[config.mk]
export PLATFORM = sky130hd
export DESIGN_NAME = pll_dot_clk_seq
export DESIGN_NICKNAME = d
export VERILOG_FILES = /design/src/rtl/pll_seq_pkg.sv /design/src/rtl/pll_table_rom.sv /design/src/rtl/pll_nearest_search.sv /design/src/rtl/pll_lock_ctrl.sv /design/src/rtl/pll_dot_clk_seq.sv
export SDC_FILE = /design/constraint.sdc
export NUM_CORES = 1
export LEC_CHECK = 0
export BUFFER_PORTS_ARGS = -buffer_cell sky130_fd_sc_hd__buf_2
export CAP_MARGIN = 20
export CELL_PAD_IN_SITES_DETAIL_PLACEMENT = 0
export CELL_PAD_IN_SITES_GLOBAL_PLACEMENT = 1
export CORE_MARGIN = 2
export CORE_UTILIZATION = 43
export DETAILED_ROUTE_END_ITERATION = 6
export PLACE_DENSITY = 0.82
export SYNTH_ARGS = -nofsm -noshare
export SYNTH_HDL_FRONTEND = slang
export SYNTH_HIERARCHICAL = 1
export SYNTH_SLANG_ARGS = --single-unit
[constraint.sdc]
create_clock -name clk -period 6.2 [get_ports clk]
set_input_delay 0.62 -clock clk [delete_from_list [all_inputs] [get_ports clk]]
set_output_delay 0.62 -clock clk [all_outputs]
set_load 0.1 [all_outputs]
[src/rtl/pll_seq_pkg.sv]
package pll_seq_pkg;

    localparam int unsigned FREQ_W  = 32;
    localparam int unsigned F_BASE  = 6200;
    localparam int unsigned F_LIN   = 100;
    localparam int unsigned F_QUAD  = 50;
    localparam int unsigned W_MULT  = 32'h0002_9A47;
    localparam logic [31:0] W_FLIP  = 32'h0000_8000;

    typedef enum logic [1:0] {
        ST_IDLE   = 2'd0,
        ST_SEARCH = 2'd1,
        ST_SETTLE = 2'd2,
        ST_POLL   = 2'd3
    } seq_state_e;

    function automatic logic [FREQ_W-1:0] tbl_freq(input int unsigned i);
        return FREQ_W'(F_BASE + F_LIN * i + F_QUAD * i * i);
    endfunction

    function automatic logic [31:0] tbl_word(input int unsigned i);
        return 32'(i * W_MULT) ^ W_FLIP;
    endfunction

endpackage

[src/rtl/pll_table_rom.sv]
module pll_table_rom
    import pll_seq_pkg::*;
#(
    parameter int unsigned TABLE_N = 80,
    localparam int unsigned IDX_W  = $clog2(TABLE_N)
) (
    input  logic [IDX_W-1:0]  idx,
    output logic [FREQ_W-1:0] freq,
    output logic [31:0]       word
);

    logic [FREQ_W-1:0] freq_a [TABLE_N];
    logic [31:0]       word_a [TABLE_N];

    for (genvar g = 0; g < TABLE_N; g++) begin : g_entry
        assign freq_a[g] = tbl_freq(g);
        assign word_a[g] = tbl_word(g);
    end

    always_comb begin
        freq = '0;
        word = '0;
        if (32'(idx) < TABLE_N) begin
            freq = freq_a[idx];
            word = word_a[idx];
        end
    end

endmodule

[src/rtl/pll_nearest_search.sv]
module pll_nearest_search
    import pll_seq_pkg::*;
#(
    parameter int unsigned TABLE_N  = 80,
    parameter logic [31:0] CFG_MASK = 32'h0001_7FFF,
    localparam int unsigned IDX_W   = $clog2(TABLE_N)
) (
    input  logic              clk,
    input  logic              rst_n,
    input  logic              go,
    input  logic [FREQ_W-1:0] req_khz,
    output logic [IDX_W-1:0]  rom_idx,
    input  logic [FREQ_W-1:0] rom_freq,
    input  logic [31:0]       rom_word,
    output logic              found,
    output logic [31:0]       best_word
);

    typedef struct packed {
        logic              run;
        logic [IDX_W-1:0]  idx;
        logic [FREQ_W-1:0] req;
        logic [FREQ_W-1:0] best_diff;
        logic [31:0]       best_word;
        logic              found;
    } srch_t;

    srch_t s_d, s_q;
    logic [FREQ_W-1:0] diff;

    always_comb begin
        s_d       = s_q;
        s_d.found = 1'b0;
        diff      = (rom_freq > s_q.req) ? (rom_freq - s_q.req) : (s_q.req - rom_freq);
        if (go) begin
            s_d.run       = 1'b1;
            s_d.idx       = '0;
            s_d.req       = req_khz;
            s_d.best_diff = '1;
        end else if (s_q.run) begin
            if (diff < s_q.best_diff) begin
                s_d.best_diff = diff;
                s_d.best_word = rom_word & CFG_MASK;
            end
            if (s_q.idx == IDX_W'(TABLE_N - 1)) begin
                s_d.run   = 1'b0;
                s_d.found = 1'b1;
            end else begin
                s_d.idx = s_q.idx + 1'b1;
            end
        end
    end

    always_ff @(posedge clk) begin
        if (!rst_n) s_q <= '0;
        else        s_q <= s_d;
    end

    assign rom_idx   = s_q.idx;
    assign found     = s_q.found;
    assign best_word = s_q.best_word;

endmodule

[src/rtl/pll_lock_ctrl.sv]
module pll_lock_ctrl
    import pll_seq_pkg::*;
#(
    parameter int unsigned WAIT_CYC = 5000,
    parameter int unsigned POLL_MAX = 1000,
    localparam int unsigned CNT_MAX = (WAIT_CYC > POLL_MAX) ? WAIT_CYC : POLL_MAX,
    localparam int unsigned CNT_W   = $clog2(CNT_MAX + 1)
) (
    input  logic        clk,
    input  logic        rst_n,
    input  logic        start,
    input  logic        lock,
    input  logic        found,
    input  logic [31:0] word,
    output logic        search_go,
    output logic [31:0] cfg,
    output logic        prst,
    output logic        byp,
    output logic        half,
    output logic        done,
    output logic        tmo
);

    typedef struct packed {
        seq_state_e       st;
        logic [CNT_W-1:0] cnt;
        logic [31:0]      cfg;
        logic             prst;
        logic             byp;
        logic             half;
        logic             done;
        logic             tmo;
    } ctrl_t;

    ctrl_t c_d, c_q;

    always_comb begin
        c_d      = c_q;
        c_d.done = 1'b0;
        c_d.tmo  = 1'b0;
        search_go = 1'b0;
        unique case (c_q.st)
            ST_IDLE: begin
                if (start) begin
                    search_go = 1'b1;
                    c_d.st    = ST_SEARCH;
                end
            end
            ST_SEARCH: begin
                if (found) begin
                    if (lock && (c_q.cfg == word)) begin
                        c_d.done = 1'b1;
                        c_d.st   = ST_IDLE;
                    end else begin
                        c_d.cfg  = word;
                        c_d.prst = 1'b1;
                        c_d.byp  = 1'b0;
                        c_d.half = 1'b0;
                        c_d.cnt  = CNT_W'(WAIT_CYC - 1);
                        c_d.st   = ST_SETTLE;
                    end
                end
            end
            ST_SETTLE: begin
                if (c_q.cnt == '0) begin
                    c_d.cnt = CNT_W'(POLL_MAX - 1);
                    c_d.st  = ST_POLL;
                end else begin
                    c_d.cnt = c_q.cnt - 1'b1;
                end
            end
            ST_POLL: begin
                if (lock) begin
                    c_d.prst = 1'b0;
                    c_d.done = 1'b1;
                    c_d.st   = ST_IDLE;
                end else if (c_q.cnt == '0) begin
                    c_d.prst = 1'b0;
                    c_d.done = 1'b1;
                    c_d.tmo  = 1'b1;
                    c_d.st   = ST_IDLE;
                end else begin
                    c_d.cnt = c_q.cnt - 1'b1;
                end
            end
            default: c_d.st = ST_IDLE;
        endcase
    end

    always_ff @(posedge clk) begin
        if (!rst_n) begin
            c_q      <= '0;
            c_q.st   <= ST_IDLE;
            c_q.byp  <= 1'b1;
            c_q.half <= 1'b1;
        end else begin
            c_q <= c_d;
        end
    end

    assign cfg  = c_q.cfg;
    assign prst = c_q.prst;
    assign byp  = c_q.byp;
    assign half = c_q.half;
    assign done = c_q.done;
    assign tmo  = c_q.tmo;

endmodule

[src/rtl/pll_dot_clk_seq.sv]
module pll_dot_clk_seq
    import pll_seq_pkg::*;
#(
    parameter int unsigned CLK_HZ    = 50_000_000,
    parameter int unsigned SETTLE_US = 100,
    parameter int unsigned POLL_MAX  = 1000,
    parameter int unsigned TABLE_N   = 80,
    parameter logic [31:0] CFG_MASK  = 32'h0001_7FFF
) (
    input  logic        clk,
    input  logic        rst_n,
    input  logic        start,
    input  logic [31:0] req_khz,
    input  logic        pll_lock,
    output logic [31:0] pll_cfg,
    output logic        pll_reset,
    output logic        pll_bypass,
    output logic        pll_halfpix,
    output logic        done,
    output logic        timeout
);

    localparam int unsigned WAIT_CYC = (CLK_HZ / 1_000_000) * SETTLE_US;
    localparam int unsigned IDX_W    = $clog2(TABLE_N);

    logic [IDX_W-1:0]  rom_idx;
    logic [FREQ_W-1:0] rom_freq;
    logic [31:0]       rom_word;
    logic              search_go;
    logic              found;
    logic [31:0]       best_word;

    pll_table_rom #(.TABLE_N(TABLE_N)) u_rom (
        .idx  (rom_idx),
        .freq (rom_freq),
        .word (rom_word)
    );

    pll_nearest_search #(.TABLE_N(TABLE_N), .CFG_MASK(CFG_MASK)) u_search (
        .clk       (clk),
        .rst_n     (rst_n),
        .go        (search_go),
        .req_khz   (req_khz),
        .rom_idx   (rom_idx),
        .rom_freq  (rom_freq),
        .rom_word  (rom_word),
        .found     (found),
        .best_word (best_word)
    );

    pll_lock_ctrl #(.WAIT_CYC(WAIT_CYC), .POLL_MAX(POLL_MAX)) u_ctrl (
        .clk       (clk),
        .rst_n     (rst_n),
        .start     (start),
        .lock      (pll_lock),
        .found     (found),
        .word      (best_word),
        .search_go (search_go),
        .cfg       (pll_cfg),
        .prst      (pll_reset),
        .byp       (pll_bypass),
        .half      (pll_halfpix),
        .done      (done),
        .tmo       (timeout)
    );

endmodule

==> impl_results.md <==
* Maximum number of pins on one net before global-route repair at 92
* Summed instance area of the synthesized netlist at 13700 um2
* Root buf cell: clkbuf_16
* Setup repair after global routing missed its margin: true
* Average wire length per cell after detail routing at between 15 and 20 um
* Clock network latency to the later pin of the worst-skew pair at 0.46 ns
* Number of standard cells after synthesis at 1782
* Area enclosed by the die boundary at 33300 um2
* Critical setup path kind: reg -> reg
* Class of the tightest hold or removal check: in -> reg
* Detailed router's first-iteration violation count at 1573
* Fin crit share at 96.8%
* Iteration count of the initial detailed-routing pass at 6
* Static power due to leakage at 0.00708 uW
* Number of nets in the layout at 2040
* Ratio of routed vias to standard cells at between 5 and 6
* Startpoint type of the worst setup path: flip-flop
* Number of max-capacitance violations reported at 0
* Total CTS buffers at 17
* Via total after detailed routing at about 13k
* Maximum VDD drop at 0.192 mV
* Maximum level of the CTS H-tree at 4
* Clock sink count at 140
* DRC violations left at 0
* Die extent in y at 182 um
* Clock tree buffer depth at 2
* Vias in the first global route at 12.4k
* Sum of routed wire length over all layers at between 40000 and 50000 um
* Clock tree from TritonCTS: done
* Die Span X at around 180 um
* Count of endpoints failing hold in the final timing report at 0
* Result of the run: complete, no violations
* Antenna viol nets, final at 0
* Hold_buf cts at 0
* Slowest stage cell on the critical path: nor4_4
* Ratio of cells with drive above 1 in the final layout at 23.0%
* Setup_tns at 0 ns
* N_diodes at 0
* Initial antenna violation count at 1
* Total overflow reported by the global router at 0
* Gpl congestion at approximately 1
* Clock-pin transition on the worst setup and hold timing paths at 0.08 ns
* Number of max-slew violations in the final report at 0
* Mean instance size in the synthesized netlist at 7.68 um2
* Final Setup Violations at 0
* Final Core Density at between 50% and 60%
* PortBufs at between 70 and 80
* Total routing usage reported by global routing at 26.2%
* HPWL Detailed at approximately 33000 um
* Largest fanout of any net on the critical path at 14
* Maximum cell stage delay along the critical path at 0.39 ns
* Required time at the worst-slack endpoint at 6.54 ns
* Post-route clock skew at 0.0230 ns
* Maximum operating frequency at 167 MHz
* Count of synthesis-stage warnings from yosys at 6
* Total chip power at between 3000 and 4000 uW
* Core region area at 31500 um2
* Slew at the pin with the worst max-slew slack at 0.872 ns
* I/O pins at 73
* Cell seen most often among critical-path stages: buf_4
* PD cells at between 200 and 250 nW/um2
* Arrival time worst endpoint at around 6.3 ns
* Min Tclk post-route at 6.00 ns
* Area added between synthesis and finish at 16.3%
* Initial core utilization at 43.5%
* Element type at the critical path end: flip-flop
* Worst slew margin at 41.9%
* Num rows at 65
* Global-route wire length before repair at around 69000 um
==> what timing repair did <==
item | 4_1_cts | 5_1_grt
gates resized for setup | 7 | 87
pin swaps | 0 | 20
setup endpoints to repair | 46 | 48
gates cloned | 0 | 3
buffers inserted | 0 | 15
==> worst max-delay path, delay by kind of cell, from the launching register on <==
kind	cells	cell delay (ns)
fa+ha+maj	3	0.81
mux	1	0.25
simple gates	7	1.21
xor+xnor	1	0.19
flops	1	0.35
buf+inv	9	1.25
compound gates	10	1.81
==> area by class of cell <==
cell class,count,area [um2]
fillers,3050,15600
repair buffers,285,2110
clock inverters,13,135
inverters,118,443
flip-flops and latches,140,2810
well taps,402,503
clock buffers,18,439
multi-input cells,1329,9480
==> worst paths after layout <==
kind | from | end | slack [ns] | cells past startpoint
setup / recovery | u_search/rom_idx[1] | u_search/s_q[47] | 0.20 | 31
setup reg to reg | u_search/rom_idx[1] | u_search/s_q[47] | 0.20 | 31
hold / removal | req_khz[5] | u_search/s_q[70] | 0.42 | 3
hold reg to reg | u_ctrl/half | u_ctrl/half | 0.45 | 2
==> power by group <==
part	switching [uW]	internal (uW)
Clock	458	571
Sequential	37.3	956
Combinational	676	597
Total	1170	2120
==> cells in the final DEF (no fill, tap or decap), types with 10 or more instances in the layout <==
cell type	n
nor2_1	119
buf_6	10
nand4_1	22
o221a_2	27
nand2b_1	25
mux2i_1	79
nand2_1	154
nor3_1	27
nand3_1	27
a211oi_1	15
o21ai_0	81
conb_1	30
xor2_1	49
a311oi_1	12
nor4_1	12
buf_2	72
a21oi_1	134
o211ai_1	19
a21boi_1	11
xnor2_1	19
a31oi_1	28
o21a_1	13
nor2b_1	52
clkbuf_16	18
a21boi_0	11
dfxtp_1	135
a21o_1	28
buf_4	193
inv_1	114
ha_1	102
o21ai_1	15
==> metal layers <==
metal	global-route usage, %	vias to the layer above	wire length, um
li1	-	6425	-
met1	39.2	6341	21300
met2	38.9	557	18700
met3	3.69	65	3220
met4	7.00	0	941
met5	0	-	0
==> registers in the layout (all words and copies together) (netlist names), named ones only <==
register	cells
u_ctrl/c_q	14
u_ctrl/done	1
u_ctrl/cfg	32
u_search/found	1
u_search/rom_idx	7
u_search/best_word	16
u_ctrl/prst	1
u_search/s_q	65
u_ctrl/half	1
u_ctrl/tmo	1
==> per-stage QoR <==
step	hold slack [ns]	instances	cell area, um2	worst slack [ns]
2_1_floorplan	0.444	1810	13800	0.0113
6_report	0.418	2305	15900	0.197
3_3_place_gp	0.440	2256	14800	-0.178
4_1_cts	0.395	2287	15400	0.00584
3_5_place_dp	0.453	2256	14800	-0.0986
5_1_grt	0.420	2305	15900	-0.0434
Power figures use the tool's default switching activity.
